**src/rtl/hl_pkg.sv**
```systemverilog
package hl_pkg;
  localparam int ADDR_W   = 6;
  localparam int DATA_W   = 8;
  localparam int REG_LAST = 49;

  typedef logic [ADDR_W-1:0] addr_t;
  typedef logic [DATA_W-1:0] data_t;

  // next register address with wrap at the last implemented register
  function automatic addr_t next_addr(input addr_t a);
    return (a >= addr_t'(REG_LAST)) ? addr_t'(0) : addr_t'(a + addr_t'(1));
  endfunction

  // out-of-range start addresses fold to zero
  function automatic addr_t clamp_addr(input addr_t a);
    return (a > addr_t'(REG_LAST)) ? addr_t'(0) : a;
  endfunction

  // strap level to address offset: 00 low, 01 high, 10/11 mid
  function automatic logic [6:0] sel_offset(input logic [1:0] sel);
    case (sel)
      2'b00:   return 7'd0;
      2'b01:   return 7'd2;
      default: return 7'd1;
    endcase
  endfunction
endpackage

```
**src/rtl/hl_sync_edge.sv**
```systemverilog
module hl_sync_edge #(
  parameter int          W      = 8,
  parameter int          STAGES = 2,
  parameter logic [W-1:0] RST   = '0
) (
  input  logic         clk,
  input  logic         rst_n,
  input  logic [W-1:0] d,
  output logic [W-1:0] q,
  output logic [W-1:0] rise,
  output logic [W-1:0] fall
);
  logic [W-1:0] pipe [STAGES];
  logic [W-1:0] prev;

  always_ff @(posedge clk or negedge rst_n) begin
    if (!rst_n) begin
      for (int i = 0; i < STAGES; i++) pipe[i] <= RST;
      prev <= RST;
    end else begin
      pipe[0] <= d;
      for (int i = 1; i < STAGES; i++) pipe[i] <= pipe[i-1];
      prev <= pipe[STAGES-1];
    end
  end

  assign q    = pipe[STAGES-1];
  assign rise = q & ~prev;
  assign fall = ~q & prev;
endmodule

```
**src/rtl/hl_spi_engine.sv**
```systemverilog
module hl_spi_engine
  import hl_pkg::*;
(
  input  logic  clk,
  input  logic  rst_n,
  input  logic  en,
  input  logic  csn,
  input  logic  sck_rise,
  input  logic  sck_fall,
  input  logic  mosi,
  input  data_t rdata,
  output logic  wr,
  output logic  rd,
  output addr_t addr,
  output data_t wdata,
  output logic  miso
);
  logic [2:0] bit_q;
  logic       first_q, rw_q, miso_q;
  data_t      sh_q, tx_q;
  addr_t      addr_q;
  logic       active, byte_done;

  assign active    = en & ~csn;
  assign wdata     = {sh_q[DATA_W-2:0], mosi};
  assign byte_done = active & sck_rise & (bit_q == 3'd7);
  assign wr        = byte_done & ~first_q & ~rw_q;
  // read data fetched on the first falling edge of each data byte
  assign rd        = active & sck_fall & (bit_q == 3'd0) & ~first_q & rw_q;
  assign addr      = addr_q;
  assign miso      = miso_q;

  always_ff @(posedge clk or negedge rst_n) begin
    if (!rst_n) begin
      bit_q <= '0; first_q <= 1'b1; rw_q <= 1'b0; miso_q <= 1'b0;
      sh_q <= '0; tx_q <= '0; addr_q <= '0;
    end else if (!active) begin
      bit_q <= '0; first_q <= 1'b1; rw_q <= 1'b0; miso_q <= 1'b0;
      tx_q <= '0;
    end else if (sck_rise) begin
      sh_q  <= wdata;
      bit_q <= bit_q + 3'd1;
      if (bit_q == 3'd7) begin
        if (first_q) begin
          first_q <= 1'b0;
          rw_q    <= wdata[7];
          addr_q  <= clamp_addr(wdata[ADDR_W-1:0]);
        end else if (!rw_q) begin
          addr_q <= next_addr(addr_q);
        end
      end
    end else if (sck_fall) begin
      if (rd) begin
        miso_q <= rdata[DATA_W-1];
        tx_q   <= rdata << 1;
        addr_q <= next_addr(addr_q);
      end else begin
        miso_q <= tx_q[DATA_W-1];
        tx_q   <= tx_q << 1;
      end
    end
  end
endmodule

```
**src/rtl/hl_i2c_engine.sv**
```systemverilog
module hl_i2c_engine
  import hl_pkg::*;
(
  input  logic       clk,
  input  logic       rst_n,
  input  logic       en,
  input  logic       scl,
  input  logic       sda,
  input  logic       scl_rise,
  input  logic       scl_fall,
  input  logic       sda_rise,
  input  logic       sda_fall,
  input  logic [6:0] dev_addr,
  input  logic [6:0] grp_addr,
  input  data_t      rdata,
  output logic       wr,
  output logic       rd,
  output addr_t      addr,
  output data_t      wdata,
  output logic       sda_oe,
  output logic       grp_rd_evt
);
  typedef enum logic [2:0] {I_IDLE, I_ADDR, I_SUB, I_WDATA, I_RDATA} ist_t;
  ist_t       st_q;
  logic [3:0] cnt_q;
  data_t      sh_q, tx_q;
  logic       rw_q, ackph_q, mack_q, oe_q;
  addr_t      addr_q;
  logic       start_evt, stop_evt, recv, addr_hit, addr_end;

  assign start_evt  = en & scl & sda_fall;
  assign stop_evt   = en & scl & sda_rise;
  assign recv       = (st_q == I_ADDR) | (st_q == I_SUB) | (st_q == I_WDATA);
  assign addr_hit   = (sh_q[7:1] == dev_addr) | ((sh_q[7:1] == grp_addr) & ~sh_q[0]);
  assign addr_end   = en & scl_fall & ~ackph_q & (st_q == I_ADDR) & (cnt_q == 4'd8);
  assign grp_rd_evt = addr_end & (sh_q[7:1] == grp_addr) & sh_q[0];
  assign wr = en & scl_fall & ~ackph_q & (st_q == I_WDATA) & (cnt_q == 4'd8);
  assign rd = en & scl_fall & ((ackph_q & (st_q == I_ADDR) & rw_q) |
                               ((st_q == I_RDATA) & (cnt_q == 4'd9) & mack_q));
  assign wdata  = sh_q;
  assign addr   = addr_q;
  assign sda_oe = oe_q;

  always_ff @(posedge clk or negedge rst_n) begin
    if (!rst_n) begin
      st_q <= I_IDLE; cnt_q <= '0; sh_q <= '0; tx_q <= '0;
      rw_q <= 1'b0; ackph_q <= 1'b0; mack_q <= 1'b0; oe_q <= 1'b0; addr_q <= '0;
    end else if (!en) begin
      st_q <= I_IDLE; cnt_q <= '0; ackph_q <= 1'b0; oe_q <= 1'b0;
    end else if (start_evt) begin
      st_q <= I_ADDR; cnt_q <= '0; ackph_q <= 1'b0; oe_q <= 1'b0; mack_q <= 1'b0;
    end else if (stop_evt) begin
      st_q <= I_IDLE; cnt_q <= '0; ackph_q <= 1'b0; oe_q <= 1'b0;
    end else if (scl_rise) begin
      if (recv && !ackph_q && cnt_q < 4'd8) begin
        sh_q  <= {sh_q[DATA_W-2:0], sda};
        cnt_q <= cnt_q + 4'd1;
      end
      if (st_q == I_RDATA && cnt_q == 4'd9) mack_q <= ~sda;
    end else if (scl_fall) begin
      if (ackph_q) begin
        ackph_q <= 1'b0; oe_q <= 1'b0; cnt_q <= '0;
        if (st_q == I_ADDR) begin
          if (rw_q) begin
            st_q   <= I_RDATA;
            tx_q   <= rdata << 1;
            oe_q   <= ~rdata[DATA_W-1];
            cnt_q  <= 4'd1;
            addr_q <= next_addr(addr_q);
          end else begin
            st_q <= I_SUB;
          end
        end else if (st_q == I_SUB) begin
          st_q <= I_WDATA;
        end
      end else begin
        case (st_q)
          I_ADDR: if (cnt_q == 4'd8) begin
            if (addr_hit) begin
              ackph_q <= 1'b1; oe_q <= 1'b1; rw_q <= sh_q[0];
            end else begin
              st_q <= I_IDLE;
            end
          end
          I_SUB: if (cnt_q == 4'd8) begin
            addr_q  <= clamp_addr(sh_q[ADDR_W-1:0]);
            ackph_q <= 1'b1; oe_q <= 1'b1;
          end
          I_WDATA: if (cnt_q == 4'd8) begin
            addr_q  <= next_addr(addr_q);
            ackph_q <= 1'b1; oe_q <= 1'b1;
          end
          I_RDATA: begin
            if (cnt_q < 4'd8) begin
              oe_q  <= ~tx_q[DATA_W-1];
              tx_q  <= tx_q << 1;
              cnt_q <= cnt_q + 4'd1;
            end else if (cnt_q == 4'd8) begin
              oe_q  <= 1'b0;
              cnt_q <= 4'd9;
            end else if (mack_q) begin
              tx_q   <= rdata << 1;
              oe_q   <= ~rdata[DATA_W-1];
              cnt_q  <= 4'd1;
              addr_q <= next_addr(addr_q);
            end else begin
              st_q <= I_IDLE;
            end
          end
          default: ;
        endcase
      end
    end
  end
endmodule

```
**src/rtl/hostlink_port.sv**
```systemverilog
module hostlink_port
  import hl_pkg::*;
#(
  parameter logic [6:0] IND_BASE    = 7'h60,
  parameter logic [6:0] GRP_BASE    = 7'h70,
  parameter int         SYNC_STAGES = 2
) (
  input  logic              clk,
  input  logic              rst_n,
  input  logic              proto_sel,
  input  logic [1:0]        addr_sel,
  input  logic              spi_csn,
  input  logic              spi_sck,
  input  logic              spi_mosi,
  output logic              spi_miso,
  input  logic              i2c_scl,
  input  logic              i2c_sda_in,
  output logic              i2c_sda_oe,
  output logic              reg_wr,
  output logic              reg_rd,
  output logic [ADDR_W-1:0] reg_addr,
  output logic [DATA_W-1:0] reg_wdata,
  input  logic [DATA_W-1:0] reg_rdata
);
  // bit order: sel[1:0], sda, scl, mosi, sck, csn, proto
  localparam int         PIN_W   = 8;
  localparam logic [7:0] PIN_RST = 8'b0011_0111;

  logic [PIN_W-1:0] pin_q, pin_rise, pin_fall;
  logic             proto_i2c;
  logic             spi_wr, spi_rd, i2c_wr, i2c_rd, i2c_grp_rd;
  addr_t            spi_addr, i2c_addr;
  data_t            spi_wdata, i2c_wdata;
  logic [6:0]       dev_addr, grp_addr;

  hl_sync_edge #(.W(PIN_W), .STAGES(SYNC_STAGES), .RST(PIN_RST)) u_sync (
    .clk(clk), .rst_n(rst_n),
    .d({addr_sel, i2c_sda_in, i2c_scl, spi_mosi, spi_sck, spi_csn, proto_sel}),
    .q(pin_q), .rise(pin_rise), .fall(pin_fall)
  );

  assign proto_i2c = pin_q[0];
  assign dev_addr  = IND_BASE + sel_offset(pin_q[7:6]);
  assign grp_addr  = GRP_BASE + sel_offset(pin_q[7:6]);

  hl_spi_engine u_spi (
    .clk(clk), .rst_n(rst_n), .en(~proto_i2c), .csn(pin_q[1]),
    .sck_rise(pin_rise[2]), .sck_fall(pin_fall[2]), .mosi(pin_q[3]),
    .rdata(reg_rdata), .wr(spi_wr), .rd(spi_rd), .addr(spi_addr),
    .wdata(spi_wdata), .miso(spi_miso)
  );

  hl_i2c_engine u_i2c (
    .clk(clk), .rst_n(rst_n), .en(proto_i2c), .scl(pin_q[4]), .sda(pin_q[5]),
    .scl_rise(pin_rise[4]), .scl_fall(pin_fall[4]),
    .sda_rise(pin_rise[5]), .sda_fall(pin_fall[5]),
    .dev_addr(dev_addr), .grp_addr(grp_addr), .rdata(reg_rdata),
    .wr(i2c_wr), .rd(i2c_rd), .addr(i2c_addr), .wdata(i2c_wdata),
    .sda_oe(i2c_sda_oe), .grp_rd_evt(i2c_grp_rd)
  );

  assign reg_wr    = proto_i2c ? i2c_wr    : spi_wr;
  assign reg_rd    = proto_i2c ? i2c_rd    : spi_rd;
  assign reg_addr  = proto_i2c ? i2c_addr  : spi_addr;
  assign reg_wdata = proto_i2c ? i2c_wdata : spi_wdata;
endmodule

```
**config.mk**
```make
export PLATFORM = sky130hd
export DESIGN_NAME = hostlink_port
export DESIGN_NICKNAME = d
export VERILOG_FILES = /design/src/rtl/hl_pkg.sv /design/src/rtl/hl_sync_edge.sv /design/src/rtl/hl_spi_engine.sv /design/src/rtl/hl_i2c_engine.sv /design/src/rtl/hostlink_port.sv
export SDC_FILE = /design/constraint.sdc
export NUM_CORES = 1
export LEC_CHECK = 0
export BUFFER_PORTS_ARGS = -buffer_cell sky130_fd_sc_hd__buf_2
export CAP_MARGIN = 0
export CORE_MARGIN = 5
export CORE_UTILIZATION = 56
export CTS_BUF_LIST = sky130_fd_sc_hd__clkbuf_4 sky130_fd_sc_hd__clkbuf_8
export DETAILED_ROUTE_END_ITERATION = 12
export PLACE_DENSITY = 0.76
export RECOVER_POWER = 25
export SETUP_SLACK_MARGIN = 0.4
export SYNTH_ARGS = -nofsm -noshare
export SYNTH_HDL_FRONTEND = slang
export SYNTH_SLANG_ARGS = --single-unit
```
**constraint.sdc**
```tcl
create_clock -name clk -period 2.1 [get_ports clk]
set_clock_uncertainty 0.2 [all_clocks]
set_input_delay 0.315 -clock clk [delete_from_list [all_inputs] [get_ports clk]]
set_output_delay 0.315 -clock clk [all_outputs]
set_load 0.01 [all_outputs]
```
== Word-level counts from Yosys, hierarchy flattened ==
Index checks and enable logic that the tools add are counted.
Word-level totals
  logic and storage cells: 248
  register bits after elaboration: 82
  output and inout bits: 18
  bits of input ports: 18
Operators by class
  mux-type cells: 105
  $lt $le $gt $ge: 5
  bitwise gates (word level): 42
  equality and inequality tests: 43
  add/sub/neg operators: 6
  reductions and logical operators: 28
Operators with widths (number)
  2-to-1 mux 6 bit: 19
  2-to-1 mux 8 bit: 12
  2-to-1 mux 3 bit: 16
  2-to-1 mux 4 bit: 12
  2-to-1 mux 1 bit: 41
  != test 6 x 3 -> 1 bit (second input constant): 4
  AND 1 bit: 22
  != test 6 x 2 -> 1 bit (second input constant): 3
  case mux 6 bit (3 select lines): 1
  AND reduction 9 bit: 2
  != test 3 x 2 -> 1 bit (second input constant): 5
  adder 7 bit (first input constant): 2
  == test 7 bit: 2
  AND reduction 13 bit: 1
  adder 6 x 1 -> 6 bit (second input constant): 2
  AND 6 bit: 2
  greater-or-equal comparator 6 bit (second input constant): 2
  greater-than comparator 6 bit (second input constant): 2
  NOT 1 bit: 12
  NOT 6 bit: 2
  != test 2 bit (second input constant): 5
  AND reduction 10 bit: 1
  AND reduction 5 bit: 2
  nonzero test 2 bit: 5
  other kinds (35): 52

== Longest topological paths before layout ==
  depth in word-level cells: 15
  depth in mapped cells: 9
  depth with buffers taken out: 7

== Cells and area by module ==
A second synthesis with hierarchy kept.
Unflattened totals
  cell total of the unflattened synthesis: 448
  area total of the unflattened synthesis: 4790.8 µm²
Modules (own cells, without submodules)
  hl_i2c_engine: area an instance 2293.4 µm², seq. area each 800.8 µm², cells an instance 246, instances 1
  hl_spi_engine: area an instance 1411.4 µm², seq. area each 651.9 µm², cells an instance 131, instances 1
  hl_sync_edge: area an instance 819.5 µm², seq. area each 619.3 µm², cells an instance 48, instances 1
  hostlink_port: area an instance 266.5 µm², seq. area each 0.0 µm², cells an instance 23, instances 1

== Least setup slack after synthesis ==
Ideal clock, no wire load.
  kind: reg2reg
  start point: reg u_sync.prev[2]
  end point: reg u_spi.addr_q[2] (netlist: u_spi.addr[2])
  data required time: 1.779 ns
  data arrival time: 1.939 ns
  stages on the path, launching flop included: 9
  path slack: -0.160 ns
  path buffers: 2
  period minus slack after synthesis: 2.260 ns
  setup time: 0.121 ns
  cells stage by stage: dfstp_2 inv_1 ha_1 clkbuf_1 o32a_1 nor3_1 buf_2 o21ai_0 a22o_1
On the way
  cells in the longest elaborated chain, start to end: 7
  elaborated cells between the ends (all ways): 13
  classes of those cells: 2 x eq/ne; 1 x mux; 7 x bitwise; 3 x reduce/logical
RTL lines
  start: declaration: line hl_sync_edge.sv:14  | logic [W-1:0] prev;
  start signal: assignment: line hl_sync_edge.sv:23  | prev <= pipe[STAGES-1];
  AND 6 bit: line hl_sync_edge.sv:29  | assign fall = ~q & prev;
  AND 1 bit (4 in a row): line hl_spi_engine.sv:29  | assign rd = active & sck_fall & (bit_q == 3'd0) & ~first_q & rw_q;
  nonzero test 2 bit (no source line)
  AND reduction 5 bit (no source line)
  end signal: assignment: line hl_spi_engine.sv:47  | addr_q <= clamp_addr(wdata[ADDR_W-1:0]);
  end signal: assignment: line hl_spi_engine.sv:49  | addr_q <= next_addr(addr_q);
  end signal: assignment: line hl_spi_engine.sv:56  | addr_q <= next_addr(addr_q);
  end: declaration: line hl_spi_engine.sv:21  | addr_t addr_q;
Several ways; a longest one is shown, not always the timed one.
A chain may end at the register's enable or synchronous reset.

== Final worst setup path ==
  start point: reg u_i2c.st_q[2]
  end point: out reg_rd
On the way
  cells in the longest elaborated chain, start to end: 6
  elaborated cells between the ends (all ways): 9
  classes of those cells: 2 x eq/ne; 1 x mux; 6 x bitwise
RTL lines
  start: declaration: line hl_i2c_engine.sv:24  | ist_t st_q;
  start signal: assignment: line hl_i2c_engine.sv:46  | st_q <= I_IDLE; cnt_q <= '0; sh_q <= '0; tx_q <= '0;
  start signal: assignment: line hl_i2c_engine.sv:49  | st_q <= I_IDLE; cnt_q <= '0; ackph_q <= 1'b0; oe_q <= 1'b0;
  start signal: assignment: line hl_i2c_engine.sv:51  | st_q <= I_ADDR; cnt_q <= '0; ackph_q <= 1'b0; oe_q <= 1'b0; mack_q <= 1'b0;
  == test 3 x 1 -> 1 bit or == test 3 bit (tied branches): line hl_i2c_engine.sv:38, hl_i2c_engine.sv:39
  AND 1 bit, on equally long branches (2 in a row): line hl_i2c_engine.sv:38, hl_i2c_engine.sv:39
  bitwise OR 1 bit (*): line hl_i2c_engine.sv:38  | assign rd = en & scl_fall & ((ackph_q & (st_q == I_ADDR) & rw_q) |
  AND 1 bit (*): line hl_i2c_engine.sv:38
  2-to-1 mux 1 bit (*): line hostlink_port.sv:63  | assign reg_rd = proto_i2c ? i2c_rd : spi_rd;
  end: declaration: line hostlink_port.sv:20  | output logic reg_rd,
Mark *: on every way between the ends. The rest lies on a longest branch, timed or not.

==> out/results.ini <==
[outcome]
status=finished with violations
violations_in_the_final_reports=negative setup slack

[setup_path]
end_kind=primary output
worst_path_required_time_ns=1.58
timing.critical_path.slowest_stage_cell=sky130_fd_sc_hd__dfrtp_1
path_max_fanout=5
cp_slowest_stage_delay_ns=0.45
worst-endpoint-arrival_ns=1.86
critPathLaunchType=flop
worstSetupPathType=flop to primary output
path_cells=buf_4 > nand4bb_1 > nor2_2 > a21oi_2 > o21ai_2 > buf_2

[synthesis]
synthArstFlopShare=1.00
post_synth_num_cell_types=68
yosysTopAreaCellShare=0.372
ys_dominant_reg_cell=sky130_fd_sc_hd__dfrtp_1
synth.cells.most_frequent=63 x sky130_fd_sc_hd__dfrtp_1, 40 x sky130_fd_sc_hd__mux2_2, 37 x sky130_fd_sc_hd__nand2_1
synthMostInstantiatedCell=sky130_fd_sc_hd__dfrtp_1
number_of_flops_mapped_to_enable_cells_by_yosys=0
yosys_warnings=0
synthesis.instances=408
synth.yosys.seq_area_share=0.459
synth.cell_area_um2=4240
synth_area_leader_cell=sky130_fd_sc_hd__dfrtp_1
synthesis.nets=442
yosys_register_bits=77
post_synth_main_area_contributors=sky130_fd_sc_hd__dfrtp_1 37%, sky130_fd_sc_hd__mux2_2 11%, sky130_fd_sc_hd__dfstp_2 8.7%
average_cell_area_after_synthesis_um2=10.4

[finish]
layout-drive-gt1-share=0.558
nets_finish=581
layout-area-overhead-vs-synth_pct=51.3
final_std_cell_area_no_fill_um2=6410
n_antenna_cell=0

[global_routing]
largest_net_degree_at_the_start_of_global_routing=36
global_routing_usage_summed_across_all_routing_layers=0.279
number_of_antenna_violations_at_the_first_check_in_global_routing=0
overflow=0
global_route_wire_length_before_repair_mm=21.3
grt_pass1_vias=4052

[timing]
post_layout_worst_setup_margin_ns=-0.274
final_period_minus_worst_setup_slack_ns=2.37
report.final.hold_viol_count=0
worst_slew_margin_rel=0.534
worst_pin_slew_ns=0.689
clock.fmax_ghz=0.421
setup_viol=49
part_of_the_cycle_the_worst_path_needs=1.13
report.final.slew_viol_count=0
tns_ns=-4.43
grt_setup_unrepaired=true

[floorplanning]
floorplan.die.width_um=97.0
design.die.area_um2=9400
num_io_pins=36
die_height_um=97.0
core.rowCount=31
core_area_um2=7290
start_util=0.581

[drt]
via_per_inst=6.61
drt_drc_violations_left=0
detailroute.via_count=4304
detail_route.wl_per_cell_um=24.5
drt-initial-drc-count=522
wl_mm=16.0
drt_pass1_iterations=5
remaining_antenna_violation_count_after_routing=0

[power_and_ir_drop]
power.share.switching=0.298
p_seq_frac=0.501
cellInternalPower_uw=2350
p_leak_uw=0.00289
power.density_cell_area_nw_per_um2=522
vdd_ir_drop_max_uv=519
p_switching_uw=998
combPwrFrac=0.180
clockPowerShare=0.319

[clocking]
clkLatencyLatePin_ns=0.37
clock_path_buffers=2
clock_tree.root_cell=sky130_fd_sc_hd__clkbuf_8
clock_sinks=77
cts.htree.levels=3
tritoncts=done
tritoncts_buffer_count=9
worst_setup_hold_path_clk_slew_ns=0.09

[placement]
globalplace.congestion=0.942
portBuffers=35
hpwl_mm=7.52
pre_cts_ws_ns=-0.0159
placement.cell_area_um2=5020

[min_path]
worstHoldPathType=input port to flop

[run]
drv_cap=0

==> flip-flops by register name, indices dropped and copies added (netlist names), 4 cells and up <==
name	flops
u_sync.pipe	8
u_i2c.cnt_q	4
u_spi.addr	6
u_spi.sh_q	7
u_i2c.addr	6
u_i2c.wdata	8
u_sync.q	8
u_spi.tx_q	7
u_i2c.tx_q	7
==> worst paths after layout <==
check,from,end,slack [ns],cells after the start
min reg2reg,u_sync.pipe[11],u_sync.q[3],0.16,0
max in group asynchronous,rst_n,u_sync.pipe[12],0.86,3
min,reg_rdata[0],u_spi.tx_q[1],0.05,3
max reg2reg,u_spi.addr[0],u_spi.addr[3],-0.27,7
min in group asynchronous,rst_n,u_i2c.cnt_q[3],0.23,2
max,u_i2c.st_q[2],reg_rd,-0.27,6
==> metrics by stage <==
step           instances  utilization  hold slack [ns]  power [uW]
6_report             651        0.879           0.0511        3350
5_1_grt              651        0.879           0.0695        3450
4_1_cts              633        0.819           0.0133        3200
3_5_place_dp         579        0.689           0.0822        2030
3_3_place_gp         579        0.689           0.0828        2010
2_1_floorplan        408            -           -0.181        1850
==> metal layers <==
layer	up-vias	routed length, um	global-route usage
li1	1763	-	-
met1	2131	6010	0.354
met2	307	7700	0.464
met3	103	1260	0.0532
met4	0	990	0.123
met5	-	0	0
==> final cells by class <==
cell class / count / area, um^2
clock inverters: 5 / 36.3
multi-input cells: 294 / 2770
fillers: 294 / 886
flip-flops and latches: 77 / 1950
well taps: 99 / 124
repair buffers: 146 / 1320
inverters: 19 / 73.8
clock buffers: 11 / 139
==> power by group through the flow <==
stage / combinational [uW] / sequential (uW) / clock, uW
global route: 632 / 1680 / 1140
floorplan: 214 / 1640 / 0
finish: 604 / 1680 / 1070
CTS: 508 / 1650 / 1040
global placement: 346 / 1660 / 0
detailed placement: 358 / 1670 / 0
==> critical path: cells and delay by family (launching register included) <==
family / cells / cell delay, ns
and+or+nand+nor: 2 / 0.53
DFF: 1 / 0.45
AOI/OAI and AO/OA: 2 / 0.16
buffers and inverters: 2 / 0.35
==> cell usage in the layout, fill, tap and decap left out, types with 7 or more instances in the layout <==
cell type	instances
sky130_fd_sc_hd__o21ai_2	10
sky130_fd_sc_hd__dlygate4sd3_1	9
sky130_fd_sc_hd__inv_1	15
sky130_fd_sc_hd__o21ai_1	18
sky130_fd_sc_hd__nand2_1	20
sky130_fd_sc_hd__buf_2	23
sky130_fd_sc_hd__mux2_4	24
sky130_fd_sc_hd__nor2_1	18
sky130_fd_sc_hd__dfrtp_1	61
sky130_fd_sc_hd__nand2_2	13
sky130_fd_sc_hd__clkbuf_8	9
sky130_fd_sc_hd__mux2_2	16
sky130_fd_sc_hd__buf_4	68
sky130_fd_sc_hd__nand3_1	7
sky130_fd_sc_hd__ha_1	11
sky130_fd_sc_hd__a21oi_1	9
sky130_fd_sc_hd__mux2i_1	9
sky130_fd_sc_hd__buf_6	37
sky130_fd_sc_hd__nor2_2	9
sky130_fd_sc_hd__dfstp_2	14
==> timing repair <==
action / CTS / global route
cloned: 2 / 0
pin swaps: 34 / 29
setup endpoints to repair: 69 / 73
hold endpoints to repair: 36 / 0
buffers inserted: 27 / 18
gates resized for setup: 109 / 74
hold buffers: 9 / 0
==> cell families after synthesis <==
kind of cell	synth area share
flops	0.459
xor+xnor	0.00620
simple gates	0.162
buf+inv	0.0375
mux	0.135
compound gates	0.153
fa+ha+maj	0.0473
Power figures use the tool's default switching activity.
